**config.mk**
```make
export PLATFORM = sky130hd
export DESIGN_NAME = serial_rx_fifo
export DESIGN_NICKNAME = d
export VERILOG_FILES = /design/src/rtl/srx_pkg.sv /design/src/rtl/srx_sync.sv /design/src/rtl/srx_frame.sv /design/src/rtl/srx_fifo.sv /design/src/rtl/serial_rx_fifo.sv
export SDC_FILE = /design/constraint.sdc
export NUM_CORES = 1
export LEC_CHECK = 0
export ABC_AREA = 1
export ABC_CLOCK_PERIOD_IN_PS = 3100
export BUFFER_PORTS_ARGS = -buffer_cell sky130_fd_sc_hd__buf_2
export CORE_ASPECT_RATIO = 1.4
export CORE_MARGIN = 3
export CORE_UTILIZATION = 56
export CTS_CLUSTER_SIZE = 10
export DETAILED_ROUTE_END_ITERATION = 8
export PLACE_DENSITY = 0.73
export SLEW_MARGIN = 10
export SYNTH_ARGS = -nofsm -noshare
export SYNTH_HDL_FRONTEND = slang
export SYNTH_SLANG_ARGS = --single-unit
```
**constraint.sdc**
```tcl
create_clock -name clk -period 3.1 [get_ports clk]
set_input_delay 0.465 -clock clk [delete_from_list [all_inputs] [get_ports clk]]
set_output_delay 0.465 -clock clk [all_outputs]
set_load 0.005 [all_outputs]
```
**src/rtl/srx_pkg.sv**
```systemverilog
package srx_pkg;
  localparam int unsigned DATA_W = 8;

  typedef struct packed {
    logic              brk;
    logic              ferr;
    logic              perr;
    logic [DATA_W-1:0] data;
  } srx_entry_t;

  typedef enum logic [2:0] {
    ST_IDLE  = 3'd0,
    ST_START = 3'd1,
    ST_DATA  = 3'd2,
    ST_PAR   = 3'd3,
    ST_STOP  = 3'd4,
    ST_WAITH = 3'd5
  } srx_state_e;
endpackage

```
**src/rtl/srx_sync.sv**
```systemverilog
module srx_sync #(
  parameter int unsigned STAGES = 2
) (
  input  logic clk,
  input  logic rst_n,
  input  logic line_i,
  output logic level_o,
  output logic fell_o
);
  logic [STAGES-1:0] sync_q;
  logic              prev_q;

  always_ff @(posedge clk or negedge rst_n) begin
    if (!rst_n) begin
      sync_q <= '1;
      prev_q <= 1'b1;
    end else begin
      sync_q <= {sync_q[STAGES-2:0], line_i};
      prev_q <= sync_q[STAGES-1];
    end
  end

  assign level_o = sync_q[STAGES-1];
  assign fell_o  = prev_q & ~sync_q[STAGES-1];
endmodule

```
**src/rtl/srx_frame.sv**
```systemverilog
module srx_frame
  import srx_pkg::*;
#(
  parameter int unsigned OVS = 16
) (
  input  logic       clk,
  input  logic       rst_n,
  input  logic       level_i,
  input  logic       fell_i,
  input  logic       tick_i,
  input  logic [1:0] word_len_i,
  input  logic       parity_en_i,
  input  logic       parity_odd_i,
  output logic       push_o,
  output srx_entry_t entry_o
);
  localparam int unsigned CNT_W = $clog2(OVS);
  localparam int unsigned IDX_W = $clog2(DATA_W);
  localparam logic [CNT_W-1:0] HALF_LAST = CNT_W'(OVS/2 - 1);
  localparam logic [CNT_W-1:0] FULL_LAST = CNT_W'(OVS - 1);

  srx_state_e        st_q, st_d;
  logic [CNT_W-1:0]  cnt_q, cnt_d;
  logic [IDX_W-1:0]  idx_q, idx_d;
  logic [DATA_W-1:0] dat_q, dat_d;
  logic              par_q, par_d;
  logic [IDX_W-1:0]  last_idx;
  logic              mid_bit;
  logic              brk_now;

  assign last_idx = IDX_W'(4) + IDX_W'(word_len_i);
  assign mid_bit  = tick_i && (cnt_q == FULL_LAST);
  assign brk_now  = ~level_i && (dat_q == '0) && (~parity_en_i || ~par_q);

  always_comb begin
    st_d    = st_q;
    cnt_d   = cnt_q;
    idx_d   = idx_q;
    dat_d   = dat_q;
    par_d   = par_q;
    push_o  = 1'b0;
    entry_o = '{brk: brk_now, ferr: ~level_i,
                perr: parity_en_i && ((^dat_q ^ par_q) != parity_odd_i),
                data: dat_q};
    unique case (st_q)
      ST_IDLE: begin
        if (fell_i) begin
          st_d  = ST_START;
          cnt_d = '0;
          idx_d = '0;
          dat_d = '0;
          par_d = 1'b0;
        end
      end
      ST_START: begin
        if (tick_i) begin
          if (cnt_q == HALF_LAST) begin
            cnt_d = '0;
            st_d  = level_i ? ST_IDLE : ST_DATA;
          end else begin
            cnt_d = cnt_q + 1'b1;
          end
        end
      end
      ST_DATA: begin
        if (mid_bit) begin
          cnt_d        = '0;
          dat_d[idx_q] = level_i;
          if (idx_q == last_idx) begin
            st_d = parity_en_i ? ST_PAR : ST_STOP;
          end else begin
            idx_d = idx_q + 1'b1;
          end
        end else if (tick_i) begin
          cnt_d = cnt_q + 1'b1;
        end
      end
      ST_PAR: begin
        if (mid_bit) begin
          cnt_d = '0;
          par_d = level_i;
          st_d  = ST_STOP;
        end else if (tick_i) begin
          cnt_d = cnt_q + 1'b1;
        end
      end
      ST_STOP: begin
        if (mid_bit) begin
          cnt_d  = '0;
          push_o = 1'b1;
          st_d   = brk_now ? ST_WAITH : ST_IDLE;
        end else if (tick_i) begin
          cnt_d = cnt_q + 1'b1;
        end
      end
      ST_WAITH: begin
        if (level_i) st_d = ST_IDLE;
      end
      default: st_d = ST_IDLE;
    endcase
  end

  always_ff @(posedge clk or negedge rst_n) begin
    if (!rst_n) begin
      st_q  <= ST_IDLE;
      cnt_q <= '0;
      idx_q <= '0;
      dat_q <= '0;
      par_q <= 1'b0;
    end else begin
      st_q  <= st_d;
      cnt_q <= cnt_d;
      idx_q <= idx_d;
      dat_q <= dat_d;
      par_q <= par_d;
    end
  end


  push_on_tick_chk: assert property (@(posedge clk) disable iff (!rst_n)
    push_o |-> tick_i);


  brk_implies_ferr_chk: assert property (@(posedge clk) disable iff (!rst_n)
    (push_o && entry_o.brk) |-> entry_o.ferr);


  no_frame_while_low_chk: assert property (@(posedge clk) disable iff (!rst_n)
    (st_q == ST_WAITH && !level_i) |=> (st_q == ST_WAITH));


  false_start_chk: assert property (@(posedge clk) disable iff (!rst_n)
    (st_q == ST_START && tick_i && cnt_q == HALF_LAST && level_i) |=> (st_q == ST_IDLE));
endmodule

```
**src/rtl/srx_fifo.sv**
```systemverilog
module srx_fifo
  import srx_pkg::*;
#(
  parameter int unsigned DEPTH = 16
) (
  input  logic       clk,
  input  logic       rst_n,
  input  logic       push_i,
  input  srx_entry_t wdata_i,
  output logic       full_o,
  input  logic       pop_i,
  output logic       valid_o,
  output srx_entry_t rdata_o
);
  localparam int unsigned AW = $clog2(DEPTH);

  srx_entry_t     mem_q [DEPTH];
  logic [AW-1:0]  wptr_q, wptr_d, rptr_q, rptr_d;
  logic [AW:0]    cnt_q, cnt_d;
  logic           wr_en, rd_en;

  assign full_o  = (cnt_q == (AW+1)'(DEPTH));
  assign valid_o = (cnt_q != '0);
  assign wr_en   = push_i && !full_o;
  assign rd_en   = pop_i && valid_o;
  assign rdata_o = mem_q[rptr_q];

  always_comb begin
    wptr_d = wptr_q;
    rptr_d = rptr_q;
    cnt_d  = cnt_q;
    if (wr_en) wptr_d = (wptr_q == AW'(DEPTH-1)) ? '0 : wptr_q + 1'b1;
    if (rd_en) rptr_d = (rptr_q == AW'(DEPTH-1)) ? '0 : rptr_q + 1'b1;
    if (wr_en && !rd_en) cnt_d = cnt_q + 1'b1;
    else if (rd_en && !wr_en) cnt_d = cnt_q - 1'b1;
  end

  always_ff @(posedge clk) begin
    if (wr_en) mem_q[wptr_q] <= wdata_i;
  end

  always_ff @(posedge clk or negedge rst_n) begin
    if (!rst_n) begin
      wptr_q <= '0;
      rptr_q <= '0;
      cnt_q  <= '0;
    end else begin
      wptr_q <= wptr_d;
      rptr_q <= rptr_d;
      cnt_q  <= cnt_d;
    end
  end


  no_overflow_chk: assert property (@(posedge clk) disable iff (!rst_n)
    (full_o && push_i && !pop_i) |=> full_o);


  depth_bound_chk: assert property (@(posedge clk) disable iff (!rst_n)
    cnt_q <= (AW+1)'(DEPTH));
endmodule

```
**src/rtl/serial_rx_fifo.sv**
```systemverilog
module serial_rx_fifo
  import srx_pkg::*;
#(
  parameter int unsigned OVS   = 16,
  parameter int unsigned DEPTH = 16
) (
  input  logic              clk,
  input  logic              rst_n,
  input  logic              rx_i,
  input  logic              tick16_i,
  input  logic [1:0]        word_len_i,
  input  logic              parity_en_i,
  input  logic              parity_odd_i,
  output logic              rd_valid_o,
  input  logic              rd_ready_i,
  output logic [DATA_W-1:0] rd_data_o,
  output logic              rd_perr_o,
  output logic              rd_ferr_o,
  output logic              rd_brk_o,
  output logic              overrun_o,
  input  logic              overrun_clr_i
);
  logic       line_lvl, line_fell;
  logic       frm_push, q_full;
  srx_entry_t frm_entry, head;
  logic       ovr_q, ovr_d;

  srx_sync #(.STAGES(2)) u_sync (
    .clk(clk), .rst_n(rst_n), .line_i(rx_i),
    .level_o(line_lvl), .fell_o(line_fell)
  );

  srx_frame #(.OVS(OVS)) u_frame (
    .clk(clk), .rst_n(rst_n), .level_i(line_lvl), .fell_i(line_fell),
    .tick_i(tick16_i), .word_len_i(word_len_i), .parity_en_i(parity_en_i),
    .parity_odd_i(parity_odd_i), .push_o(frm_push), .entry_o(frm_entry)
  );

  srx_fifo #(.DEPTH(DEPTH)) u_fifo (
    .clk(clk), .rst_n(rst_n), .push_i(frm_push), .wdata_i(frm_entry),
    .full_o(q_full), .pop_i(rd_ready_i), .valid_o(rd_valid_o), .rdata_o(head)
  );

  always_comb begin
    ovr_d = ovr_q;
    if (frm_push && q_full) ovr_d = 1'b1;
    else if (overrun_clr_i) ovr_d = 1'b0;
  end

  always_ff @(posedge clk or negedge rst_n) begin
    if (!rst_n) ovr_q <= 1'b0;
    else        ovr_q <= ovr_d;
  end

  assign overrun_o = ovr_q;
  assign rd_data_o = head.data;
  assign rd_perr_o = head.perr;
  assign rd_ferr_o = head.ferr;
  assign rd_brk_o  = head.brk;


  overrun_set_chk: assert property (@(posedge clk) disable iff (!rst_n)
    (frm_push && q_full) |=> overrun_o);


  overrun_sticky_chk: assert property (@(posedge clk) disable iff (!rst_n)
    (overrun_o && !overrun_clr_i) |=> overrun_o);


  head_hold_chk: assert property (@(posedge clk) disable iff (!rst_n)
    (rd_valid_o && !rd_ready_i) |=> (rd_valid_o && $stable(rd_data_o) && $stable(rd_ferr_o)));
endmodule

```
==> Word level (Yosys, flattened, before mapping) <==
Memories as Yosys holds them, arrays and structs flattened.
Cells that the tools add are included.
{ "op_classes": {"add_sub_neg": 7, "n_lt_le_gt_ge": 2, "eq_ne": 22, "n_mux": 41, "n_bitwise": 5, "reduce_logical": 29} }
{ "ops": {"columns": ["op", "n"], "rows": [
  ["$mux 3", 13],
  ["$mux 4", 7],
  ["$pmux 3 s6", 1],
  ["$mux 8", 2],
  ["$pmux 8 s2", 1],
  ["$add 4x1->4 const B", 3],
  ["$eq 4x4->1 const B", 3],
  ["$pmux 4 s3", 1],
  ["$logic_and 1x1->1", 10],
  ["$mux 5", 2],
  ["$ne 2x1->1 const B", 5],
  ["$mux 1", 9],
  ["$bwmux 8", 1],
  ["$logic_not 8->1", 1],
  ["$ne 2x2->1 const B", 4],
  ["$reduce_and 4->1", 2],
  ["$reduce_and 8->1", 1],
  ["$reduce_bool 2->1", 4],
  ["$reduce_xor 8->1", 1],
  ["$eq 3x2->1 const B", 2],
  ["$eq 3x3->1 const B", 2],
  ["$pmux 3 s2", 1],
  ["$reduce_and 3->1", 2],
  ["$add 5x1->5 const B", 1],
  ["other kinds (23)", 27]
]} }
{ "totals": {"ff_bits": 36, "mem_bits_rw": 176, "input_bits": 10, "output_inout_bits": 13, "wordCells": 118, "mem_count": 1} }
{ "mem_list": {"columns": ["memory", "depth", "word_bits", "read_ports", "rd_clocked_by_memory_dff", "wr", "line", "text"], "rows": [
  ["u_fifo.mem_q", 16, 11, 1, 0, 1, "srx_fifo.sv:17", "srx_entry_t mem_q [DEPTH];"]
]} }

==> Depth between registers and ports, before layout <==
Gate-level depths: netlist of run 1.
{ "depth": {"depth_word": 9, "mapped_depth": 16, "ltp_nobuf": 16} }

==> By module <==
A second synthesis of run 1 with hierarchy kept.
{ "unflattened": {"hier_cells": 1091, "area_unflattened_um2": 10119.7} }
{ "by_module_without_submodules": {"columns": ["mod", "instances", "cells_each", "area_each_um2", "seq_area_each_um2"], "rows": [
  ["srx_fifo", 1, 879, 8559.5, 5610.4],
  ["srx_frame", 1, 202, 1431.4, 475.5],
  ["srx_sync", 1, 5, 88.8, 78.8],
  ["serial_rx_fifo", 1, 5, 40.0, 25.0]
]} }

==> Worst setup path after synthesis of run 1 <==
Ideal clock, no wire load.
{ "synth_timing": {"path_type": "register to register", "startpoint": "register u_frame.cnt_q[0]", "endpoint": "register u_fifo.cnt_q[3]", "setup_ns": 0.126, "arrival_time_ns": 2.308, "t_required_ns": 2.974, "setup_slack_ns": 0.666, "path_stages_with_launch": 16, "n_path_buf": 0, "synth_period_minus_slack_ns": 2.434, "path_cell_list": "dfrtp_1 ha_1 nand2_1 inv_2 nand2_1 nor2_1 o21ai_1 inv_2 ha_1 inv_1 ha_1 nand3_1 nand3_1 or2_2 nand3_1 o21ai_0"} }
{ "synth_via": {"elab_chain_cells": 8, "word_cells_on_any_way": 10, "classes_between": "1 x eq/ne; 3 x mux; 6 x reduce/logical"} }
{ "synth_rtl": {"columns": ["element", "line", "text"], "rows": [
  ["start, declared", "srx_frame.sv:23", "logic [CNT_W-1:0] cnt_q, cnt_d;"],
  ["start signal, assigned", "srx_frame.sv:112", "cnt_q <= cnt_d;"],
  ["$eq 4x4->1 (*)", "srx_frame.sv:32", "assign mid_bit = tick_i && (cnt_q == FULL_LAST);"],
  ["$logic_and 1x1->1 (*)", "srx_frame.sv:32", null],
  ["$mux 1 (*)", "srx_frame.sv:88", "if (mid_bit) begin"],
  ["$mux 1 (*)", "srx_frame.sv:45", "unique case (st_q)"],
  ["$logic_and 1x1->1 (*)", "srx_fifo.sv:24", "assign wr_en = push_i && !full_o;"],
  ["net u_fifo.wr_en", "srx_fifo.sv:20", "logic wr_en, rd_en;"],
  ["$logic_not 1->1", "srx_fifo.sv:35", "else if (rd_en && !wr_en) cnt_d = cnt_q - 1'b1;"],
  ["$logic_and 1x1->1", "srx_fifo.sv:35", null],
  ["$reduce_bool 2->1 (no line)", null, null],
  ["end signal, assigned", "srx_fifo.sv:50", "cnt_q <= cnt_d;"],
  ["end, declared", "srx_fifo.sv:19", "logic [AW:0] cnt_q, cnt_d;"]
]} }
Mark *: on every way through the listed nets, which the timed path passes. The rest lies on a longest branch.
A chain may end at the register's enable or synchronous reset.

==> Final worst setup path of run 1 <==
{ "layout_timing": {"startpoint": "register u_fifo.rptr_q[0]", "endpoint": "output rd_data_o[1]"} }
{ "layout_via": {"elab_chain_cells": 1} }
{ "layout_rtl": {"columns": ["element", "line", "text"], "rows": [
  ["start, declared", "srx_fifo.sv:18", "logic [AW-1:0] wptr_q, wptr_d, rptr_q, rptr_d;"],
  ["start signal, assigned", "srx_fifo.sv:49", "rptr_q <= rptr_d;"],
  ["$mem_v2 16x11", null, null],
  ["end, declared", "serial_rx_fifo.sv:16", "output logic [DATA_W-1:0] rd_data_o,"]
]} }
No other way between the ends.

==> results of run 1 <==
-- kinds of logic after synthesis --
| group | share of synthesized area |
|---|---|
| AO/OA/AOI/OAI | 0.0809 |
| XOR/XNOR | 0.0133 |
| adder cells (fa/ha/maj) | 0.0225 |
| buffers and inverters | 0.0408 |
| flip-flops | 0.670 |
| AND/OR/NAND/NOR | 0.172 |
-- metrics by stage --
stage          utilization  setup slack (ns)  power (mW)
3_3_place_gp         0.611             0.478        6.08
6_report             0.656             0.196        8.62
3_5_place_dp         0.611             0.365        6.13
5_1_grt              0.656            0.0219        9.12
2_1_floorplan            -             0.666        5.27
4_1_cts              0.656             0.107        8.65
-- placed cells by master (no fill, tap or decap), drive strengths merged --
| master | count |
|---|---|
| buf | 55 |
| xor2 | 9 |
| nand2 | 232 |
| xnor2 | 5 |
| nand3 | 43 |
| dfstp | 3 |
| o21ai | 93 |
| edfxtp | 176 |
| clkinv | 3 |
| or2 | 4 |
| dfrtp | 33 |
| a31oi | 8 |
| nor4 | 1 |
| a21oi | 32 |
| nor2 | 106 |
| nand4 | 6 |
| clkbuf | 43 |
| inv | 57 |
| clkinvlp | 1 |
| ha | 15 |
| nand3b | 1 |
| fa | 1 |
| nor3 | 3 |
| o211ai | 9 |
-- cells in the mapped netlist, types with 5 or more instances --
master	number	share of area
clkbuf_1	14	0.0057
xnor2_1	5	0.0047
buf_2	16	0.0087
nor2_2	6	0.0041
nor2_1	100	0.041
o21ai_1	46	0.025
inv_2	17	0.0069
o211ai_1	9	0.0073
nand4_1	6	0.0041
ha_1	15	0.020
a21oi_1	31	0.017
a31oi_1	8	0.0054
edfxtp_1	176	0.57
dfrtp_1	33	0.089
inv_1	40	0.016
nand3_1	43	0.023
nand2_1	231	0.094
o21ai_0	47	0.025
xor2_1	9	0.0085
-- flip-flops by register name, summed over array words and instances (netlist names) --
name / cells
u_frame.dat_q: 8
u_sync.prev_q: 1
u_fifo.cnt_q: 5
u_frame.cnt_q: 4
u_frame.st_q: 3
u_frame.par_q: 1
u_sync.sync_q: 2
u_fifo.rptr_q: 4
u_frame.idx_q: 3
u_fifo.mem_q: 176
u_fifo.wptr_q: 4
overrun_o: 1
-- area by class of cell --
| type | count | area share |
|---|---|---|
| Tap cell | 196 | 0.0236 |
| Multi-Input combinational cell | 568 | 0.257 |
| Clock inverter | 2 | 0.00108 |
| Sequential cell | 212 | 0.595 |
| Inverter | 59 | 0.0215 |
| Clock buffer | 43 | 0.0666 |
| Timing Repair Buffer | 55 | 0.0356 |
-- layer usage --
metal | vias to the layer above | wire length, um
li1 | 3072 | -
met3 | 58 | 1060
met5 | - | 0
met2 | 190 | 10600
met4 | 0 | 907
met1 | 3012 | 7560
-- worst reg2reg max path, delay by kind of cell, from the launching register on --
kind,cells,cell delay (ns)
compound gates,2,0.20
fa+ha+maj,3,0.81
buf+inv,3,0.31
flops,1,0.38
simple gates,7,0.89
-- where the power goes --
part,internal (mW),total (mW),switching (mW)
combinational,0.885,2.70,1.82
sequential,3.18,3.38,0.200
clock,1.50,2.54,1.04
total,5.57,8.62,3.06
-- worst min-delay path by stage --
stage	startpoint	endpoint	slack (ns)	cells after the start
floorplan	rst_n	overrun_o	0.17	0
global placement	u_sync.sync_q[0]	u_sync.sync_q[1]	0.35	0
detailed placement	u_sync.sync_q[0]	u_sync.sync_q[1]	0.35	0
CTS	rx_i	u_sync.sync_q[0]	0.05	1
global route	rx_i	u_sync.sync_q[0]	0.05	1
finish	rx_i	u_sync.sync_q[0]	0.06	1
==> out/results.txt, run 1 <==
Final Non-Filler Cells - 1135
drt wl/cell - 17.7 um
vias in the first global route - 6125
number of clock sinks - 212
CTS tree - built
top_reg_cell synth - edfxtp_1
DP Wirelength - 12800 um
worst setup path startpoint - u_fifo.rptr_q[0]
fill cell count - 1208
Iteration-0 DRC Markers - 617
H-tree lvl count - 1
final setup vio count - 0
Vias/cell - 5.58
GR Util met2 - 0.408
Post-Syn Area - 9240 sq um
CTS hold repair buffers - 0
multi-input logic area - 2680 sq um
Initial Util - 0.582
area post-placement - 9700 sq um
max-cap viol count - 0
R2R cell count - 15
Max FO, Critical Path - 35
number of CTS-inserted buffers - 25
Slew HR - 0.317
Post-Syn Nets - 898
io pins - 23
total grt overflow - 0
RSZ-0062 raised after global routing - no
Syn Area/Cell - 10.6 sq um
critical path depth - 8
Via Count - 6332
DRC - 0
Syn-to-layout area delta - 12.7%
WHS - 0.0630 ns
WL final - 20100 um
critical path class - reg2out
Die X - 115 um
Die Y - 158 um
Arr. time, crit path - 2.44 ns
Design Area, Final - 10400 sq um
Post-synth EDFFs - 176
crit share post-route - 0.937
GR Util met1 - 0.270
CP most frequent cell - nand2_1
VDD IR max - 0.000540 V
root buf cell - clkbuf_16
Worst path top cell family by delay - flip-flops
Reg-to-Reg Start - u_frame.cnt_q[0]
gr usage total - 0.227
worst slew pin tran - 1.02 ns
required time worst endpoint - 2.63 ns
ANT cells - 0
global route hottest layer - met2
register area share after synthesis - 0.670
worst reg-to-reg setup slack - 0.37 ns
WP buf/inv - 2
min Tclk post-route - 2.90 ns
Hold WC Path Type - in2reg
Slew Viols, Final - 0
Setup TNS - 0 ns
LEAKAGE - 4.38 nW
DIE AREA - 18100 sq um
site row count - 54
post-synthesis instance total - 872
first-pass GRT wire length - 31400 um
postcts setup bufs - 0
DRT Pass-1 Iters - 5
Netlist cell types - 30
ys async rst share - 0.170
clk_lat worst skew - 0.51 ns
R2R Path End - u_fifo.cnt_q[3]
pwr dens - 828 nW/um^2
slowest stage delay, CP - 0.56 ns
Inst Count DP - 1090
crit path capture - rd_data_o[1]
initial antenna violation count - 0
Worst-path clk slew - 0.06 ns
Final Hold Vio Count - 0
cell breakdown of the critical path - buf_4, nand2_1, nand3_1, nand2_1, a31oi_1, nand2_1, nand2_1, buf_2
Resized cells post-CTS - 0
outcome - completed
Startpoint Class - flip-flop
number of port buffers - 22
Max Fclk - 344 MHz
Ys Warns - 0
largest net degree at the start of global routing - 43
gpl congestion - 0.863
grt met3 use - 0.0256
proportion of layout cells with a drive suffix above 1 - 0.120
critical path's slowest cell - dfrtp_2
crit path capture type - output port
Final #Nets - 947
CORE AREA - 15900 sq um
area occupied by registers - 6190 sq um
clk_skew - 0.0130 ns
remaining antenna violation count - 0
Max Root-Sink Buffers - 3
flops & latches, synth - 212
(Power assumes the default switching activity.)
==> inputs of run 2 (changes only) <==
--- a/config.mk
+++ b/config.mk
@@ -6,14 +6,15 @@
 export NUM_CORES = 1
 export LEC_CHECK = 0
 export ABC_AREA = 1
-export ABC_CLOCK_PERIOD_IN_PS = 3100
+export ABC_CLOCK_PERIOD_IN_PS = 2800
 export BUFFER_PORTS_ARGS = -buffer_cell sky130_fd_sc_hd__buf_2
 export CORE_ASPECT_RATIO = 1.4
 export CORE_MARGIN = 3
 export CORE_UTILIZATION = 56
+export CTS_BUF_LIST = sky130_fd_sc_hd__clkbuf_8
 export CTS_CLUSTER_SIZE = 10
 export DETAILED_ROUTE_END_ITERATION = 8
-export PLACE_DENSITY = 0.73
+export PLACE_DENSITY = 0.78
 export SLEW_MARGIN = 10
 export SYNTH_ARGS = -nofsm -noshare
 export SYNTH_HDL_FRONTEND = slang
==> constraint.sdc (replaced) <==
create_clock -name clk -period 2.8 [get_ports clk]
set_input_delay 0.42 -clock clk [delete_from_list [all_inputs] [get_ports clk]]
set_output_delay 0.42 -clock clk [all_outputs]
set_load 0.005 [all_outputs]
==> run 2 against run 1 <==
Cell area shrank 0.68%; sequential power grew 8.6%; clock skew grew 0.012 ns; sequential cell count is the same; non-clock buffer count grew 1; largest power group unchanged.
==> out/results.txt, run 2 (synthesis results as in run 1) <==
outcome - completed
max-cap viol count - 0 (unchanged)
min Tclk post-route - 2.75 ns
first-pass GRT wire length - 32300 um (+2.9%)
Slew HR - 0.341 (+0.0236)
proportion of layout cells with a drive suffix above 1 - 0.136 (+0.0153)
gr usage total - 0.231 (+0.00338)
Arr. time, crit path - 2.33 ns (-0.11 ns)
area occupied by registers - 6190 sq um (unchanged)
fill cell count - 1249 (+3.4%)
Max FO, Critical Path - 13 (-63%)
ANT cells - 0 (unchanged)
hold path cells - 2 (+1)
Startpoint Class - flip-flop
DRC - 0 (unchanged)
Via Count - 6405 (+1.2%)
DRT Pass-1 Iters - 5 (unchanged)
clk_lat worst skew - 0.56 ns (+0.05 ns)
LEAKAGE - 4.39 nW (+0.36%)
pwr dens - 874 nW/um^2 (+5.6%)
critical path class - reg2out
CTS tree - built
RSZ-0062 raised after global routing - yes
Final Hold Vio Count - 0 (unchanged)
root buf cell - clkbuf_8
postcts setup bufs - 0 (unchanged)
clock share of power - 0.244 (-0.051)
drt wl/cell - 17.6 um (-0.54%)
Sw Share - 0.374 (+0.0197)
H-tree lvl count - 1 (unchanged)
leading cell type in the layout, fill and taps excluded - nand2_1
Post-Place Worst Slack - 0.201 ns (-0.164 ns)
Final #Nets - 955 (+0.84%)
R2R cell count - 15 (unchanged)
Iteration-0 DRC Markers - 633 (+2.6%)
Max Fclk - 364 MHz
DP Wirelength - 12700 um (-0.67%)
WL final - 20200 um (+0.51%)
Syn-to-layout area delta - 12.0%
io pins - 23 (unchanged)
CORE AREA - 15900 sq um (unchanged)
P_sw - 3.38 mW (+11%)
number of port buffers - 22 (unchanged)
multi-input logic area - 2710 sq um (+1.1%)
crit share post-route - 0.982
Flop pwr share - 0.406 (+0.014)
critical path's slowest cell - dfrtp_1
number of clock sinks - 212 (unchanged)
Die X - 115 um (unchanged)
PnR worst setup slack - 0.0508 ns (-0.145 ns)
Initial Util - 0.582 (unchanged)
Die Y - 158 um (unchanged)
required time worst endpoint - 2.38 ns (-0.25 ns)
CP most frequent cell - nand2_1
Max Root-Sink Buffers - 3 (unchanged)
Top reg by flops - u_fifo.mem_q
worst reg-to-reg setup slack - 0.26 ns (-0.11 ns)
crit path capture type - output port
final setup vio count - 0 (unchanged)
Slew Viols, Final - 0 (unchanged)
worst slew pin tran - 0.985 ns (-0.0352 ns)
registers with the most flip-flops - u_fifo.mem_q (176), u_frame.dat_q (8), u_fifo.cnt_q (5)
combinational fraction of design power - 0.350 (+0.037)
remaining antenna violation count - 0 (unchanged)
total grt overflow - 0 (unchanged)
cell breakdown of the critical path - inv_1, nand2_1, a21oi_1, o21ai_1, nand2_1, buf_2
site row count - 54 (unchanged)
Power Total - 9.04 mW (+4.9%)
clk_skew - 0.0254 ns (+0.0124 ns)
largest net degree at the start of global routing - 91 (+110%)
Worst-path clk slew - 0.07 ns (about the same)
Vias/cell - 5.58 (about the same)
number of CTS-inserted buffers - 31 (+24%)
DIE AREA - 18100 sq um (unchanged)
VDD IR max - 0.000642 V (+19%)
gpl congestion - 0.873 (+1.2%)
vias in the first global route - 6482 (+5.8%)
initial antenna violation count - 0 (unchanged)
commonest non-fill, non-tap cells in the layout - nand2_1 (231), edfxtp_1 (176), nor2_1 (99)
Internal Power - 5.66 mW (+1.7%)
Hold WC Path Type - in2reg
slowest stage delay, CP - 0.57 ns (about the same)
max reg flops - 176 (unchanged)
utilization after layout - 0.651 (-0.00449)
[run 2: changes by cell type in the layout (fill, tap and decap cells not counted), moves of 4 or more]
cell | previous run | this run
inv_1 | 40 | 52
clkbuf_8 | 0 | 34
buf_4 | 32 | 28
clkbuf_1 | 18 | 0
clkbuf_16 | 25 | 0
clkinv_1 | 3 | 7
[run 2: stage by stage]
step / setup TNS (ns) / instances / hold slack [ns] / area (sq um)
global placement: 0 / 1089 / 0.349 / 9720
CTS: 0 / 1146 / 0.0541 / 10300
finish: 0 / 1147 / 0.0712 / 10300
detailed placement: 0 / 1089 / 0.354 / 9720
global route: -0.0905 / 1147 / 0.0616 / 10300
floorplan: 0 / 872 / 0.124 / 9240
[run 2: per-layer routing]
metal / global-route usage / up-vias / wire (um)
li1: - / 3088 / -
met4: 0.116 / 0 / 869
met5: 0 / - / 0
met1: 0.279 / 3030 / 7690
met2: 0.398 / 227 / 10300
met3: 0.0375 / 60 / 1300
[run 2: worst max-delay path, delay by kind of cell, from the launching register on]
| kind | cells | cell delay [ns] |
|---|---|---|
| compound gates | 2 | 0.37 |
| flops | 1 | 0.57 |
| simple gates | 2 | 0.19 |
| buf+inv | 2 | 0.63 |
[run 2: layout make-up]
cell class                      count  share of cell area
Clock buffer                       34              0.0453
Timing Repair Buffer               56              0.0407
Tap cell                          196              0.0237
Inverter                           59              0.0217
Sequential cell                   212               0.599
Multi-Input combinational cell    569               0.262
Clock inverter                     21             0.00835
[run 2: final timing paths]
path,from,to
worst max-delay path,u_fifo.rptr_q[3],rd_data_o[0]
worst max register to register,u_frame.cnt_q[0],u_fifo.cnt_q[3]
worst min register to register,u_sync.sync_q[0],u_sync.sync_q[1]
min in group asynchronous,rst_n,u_frame.idx_q[0]
worst min-delay path,overrun_clr_i,overrun_o
max in group asynchronous,rst_n,u_fifo.rptr_q[0]
[run 2: power by group through the flow]
stage	clock (mW)	sequential [mW]	combinational, mW
floorplan	0	3.67	2.16
global placement	0	3.71	3.02
detailed placement	0	3.72	3.10
CTS	2.24	3.66	3.13
global route	2.40	3.69	3.58
finish	2.21	3.67	3.16
[run 2: timing repair]
item,4_1_cts,5_1_grt
setup endpoints to repair,11,12
hold buffers,2,0
resized for setup,2,10
hold endpoints to repair,34,0
cloned,0,1
==> inputs of run 3 (changes only) <==
--- a/config.mk
+++ b/config.mk
@@ -11,7 +11,6 @@
 export CORE_ASPECT_RATIO = 1.4
 export CORE_MARGIN = 3
 export CORE_UTILIZATION = 56
-export CTS_BUF_LIST = sky130_fd_sc_hd__clkbuf_8
 export CTS_CLUSTER_SIZE = 10
 export DETAILED_ROUTE_END_ITERATION = 8
 export PLACE_DENSITY = 0.78
==> run 3 against run 2 <==
Global-route usage about the same; clock power rose by 27%; highest routed layer unchanged; critical path type unchanged; via count fell by 1.1%; die area unchanged.
==> out/results.txt, run 3 (synthesis results as in run 1) <==
outcome - completed
Initial Util - 0.582 (unchanged)
Final Non-Filler Cells - 1134 (-1.1%)
DRT Pass-1 Iters - 5 (unchanged)
WP buf/inv - 3 (+1)
Inst Count DP - 1089 (unchanged)
Iteration-0 DRC Markers - 647 (+2.2%)
pwr dens - 918 nW/um^2 (+5.0%)
first-pass GRT wire length - 32300 um (unchanged)
site row count - 54 (unchanged)
number of CTS-inserted buffers - 25 (-19%)
number of clock sinks - 212 (unchanged)
critical path class - reg2out
R2R cell count - 15 (unchanged)
CP most frequent cell - nand2_1
R2R Path End - u_fifo.cnt_q[3]
crit path capture type - output port
DRC - 0 (unchanged)
gpl congestion - 0.873 (unchanged)
final setup vio count - 0 (unchanged)
fill cell count - 1220 (-2.3%)
WL final - 20000 um (-0.95%)
Worst path top cell family by delay - buffers and inverters
Max FO, Critical Path - 32 (+19)
postcts setup bufs - 0 (unchanged)
Via Count - 6335 (-1.1%)
vias in the first global route - 6423 (-0.91%)
cell breakdown of the critical path - inv_2, buf_12, nand2_1, nand3_1, nand2_1, a31oi_1, nand2_1, nand2_1, buf_2
largest net degree at the start of global routing - 91 (unchanged)
clk_lat worst skew - 0.50 ns (-0.06 ns)
RSZ-0062 raised after global routing - yes
area occupied by registers - 6190 sq um (about the same)
min Tclk post-route - 2.77 ns (+0.0240 ns)
Post-Place Worst Slack - 0.201 ns (unchanged)
Vias/cell - 5.59 (about the same)
total grt overflow - 0 (unchanged)
Worst-path clk slew - 0.05 ns (-0.02 ns)
Slew HR - 0.326 (-0.0143)
Startpoint Class - flip-flop
Die X - 115 um (unchanged)
Max Root-Sink Buffers - 3 (unchanged)
max reg flops - 176 (unchanged)
drt wl/cell - 17.6 um (+0.19%)
WHS - 0.0227 ns (-0.0485 ns)
Final #Nets - 946 (-0.94%)
Syn-to-layout area delta - 13.1%
VDD IR max - 0.000634 V (-1.3%)
number of port buffers - 22 (unchanged)
PnR worst setup slack - 0.0269 ns (-0.0240 ns)
io pins - 23 (unchanged)
crit share post-route - 0.990 (+0.00857)
CTS tree - built
multi-input logic area - 2690 sq um (-0.69%)
max-cap viol count - 0 (unchanged)
clk_skew - 0.00831 ns (-0.0171 ns)
proportion of layout cells with a drive suffix above 1 - 0.122 (-0.0141)
utilization after layout - 0.658 (+0.00686)
initial antenna violation count - 0 (unchanged)
Reg-to-Reg Start - u_frame.cnt_q[0]
registers with the most flip-flops - u_fifo.mem_q (176), u_frame.dat_q (8), u_fifo.cnt_q (5)
leading cell type in the layout, fill and taps excluded - nand2_1
Power Total - 9.60 mW (+6.1%)
critical path's slowest cell - dfrtp_2
gr usage total - 0.230 (-0.000373)
LEAKAGE - 4.39 nW (-0.11%)
worst reg-to-reg setup slack - 0.27 ns (about the same)
ANT cells - 0 (unchanged)
DP Wirelength - 12700 um (unchanged)
Die Y - 158 um (unchanged)
worst slew pin tran - 1.01 ns (+0.0213 ns)
Hold WC Path Type - in2async
DIE AREA - 18100 sq um (unchanged)
Max Fclk - 361 MHz (-0.86%)
Arr. time, crit path - 2.35 ns (+0.02 ns)
commonest non-fill, non-tap cells in the layout - nand2_1 (231), edfxtp_1 (176), nor2_1 (99)
Slew Viols, Final - 0 (unchanged)
remaining antenna violation count - 0 (unchanged)
Top reg by flops - u_fifo.mem_q
CORE AREA - 15900 sq um (unchanged)
root buf cell - clkbuf_16
slowest stage delay, CP - 0.42 ns (-0.15 ns)
required time worst endpoint - 2.38 ns (about the same)
H-tree lvl count - 1 (unchanged)
Final Hold Vio Count - 0 (unchanged)
## run 3: cell count changes in the layout (fill, tap and decap cells not counted), moves of 2 or more
cell           before  now
clkbuf_16           0   25
a31oi_2             2    0
dlygate4sd3_1       2    0
clkbuf_8           34    1
clkinv_2            3    0
a31oi_1             6    8
clkinv_1            7    2
clkbuf_1            0   18
inv_1              52   40
## run 3: how the worst max path moves through the flow
stage               slack [ns]        startpoint              end  depth (start not counted)
floorplan                 0.37  u_frame.cnt_q[0]  u_fifo.cnt_q[3]                         15
global placement          0.32  u_frame.cnt_q[0]  u_fifo.cnt_q[3]                         15
detailed placement        0.20  u_frame.cnt_q[0]  u_fifo.cnt_q[3]                         15
CTS                       0.04  u_fifo.rptr_q[1]     rd_data_o[3]                          9
global route             -0.04  u_fifo.rptr_q[0]     rd_data_o[5]                          9
finish                    0.03  u_fifo.rptr_q[0]         rd_brk_o                          9
## run 3: metrics by stage
step	area, sq um	TNS, ns
detailed placement	9720	0
floorplan	9240	0
global placement	9720	0
finish	10500	0
global route	10500	-0.0684
CTS	10400	0
## run 3: metal layers
metal  share of wire  vias to the layer above  track usage
li1                -                     3076            -
met1            0.38                     2960        0.285
met2            0.52                      237        0.403
met3           0.062                       62       0.0306
met4           0.044                        0        0.103
met5               0                        -            0
## run 3: report_power, final
part           switching [mW]  internal (mW)
registers               0.140           3.52
clock network            1.12           1.69
logic                    2.12           1.01
## run 3: cell type report
class                   instances  share of cell area
inverters                      59              0.0212
well taps                     196              0.0235
multi-input cells             568               0.257
flip-flops and latches        212               0.592
clock buffers                  44              0.0676
clock inverters                 1            0.000718
repair buffers                 54              0.0375
## run 3: repair_timing
action | in CTS | in global routing
pin swaps | 0 | 0
resized for setup | 1 | 3
hold buffers | 0 | 0
endpoints found under the setup margin | 11 | 13
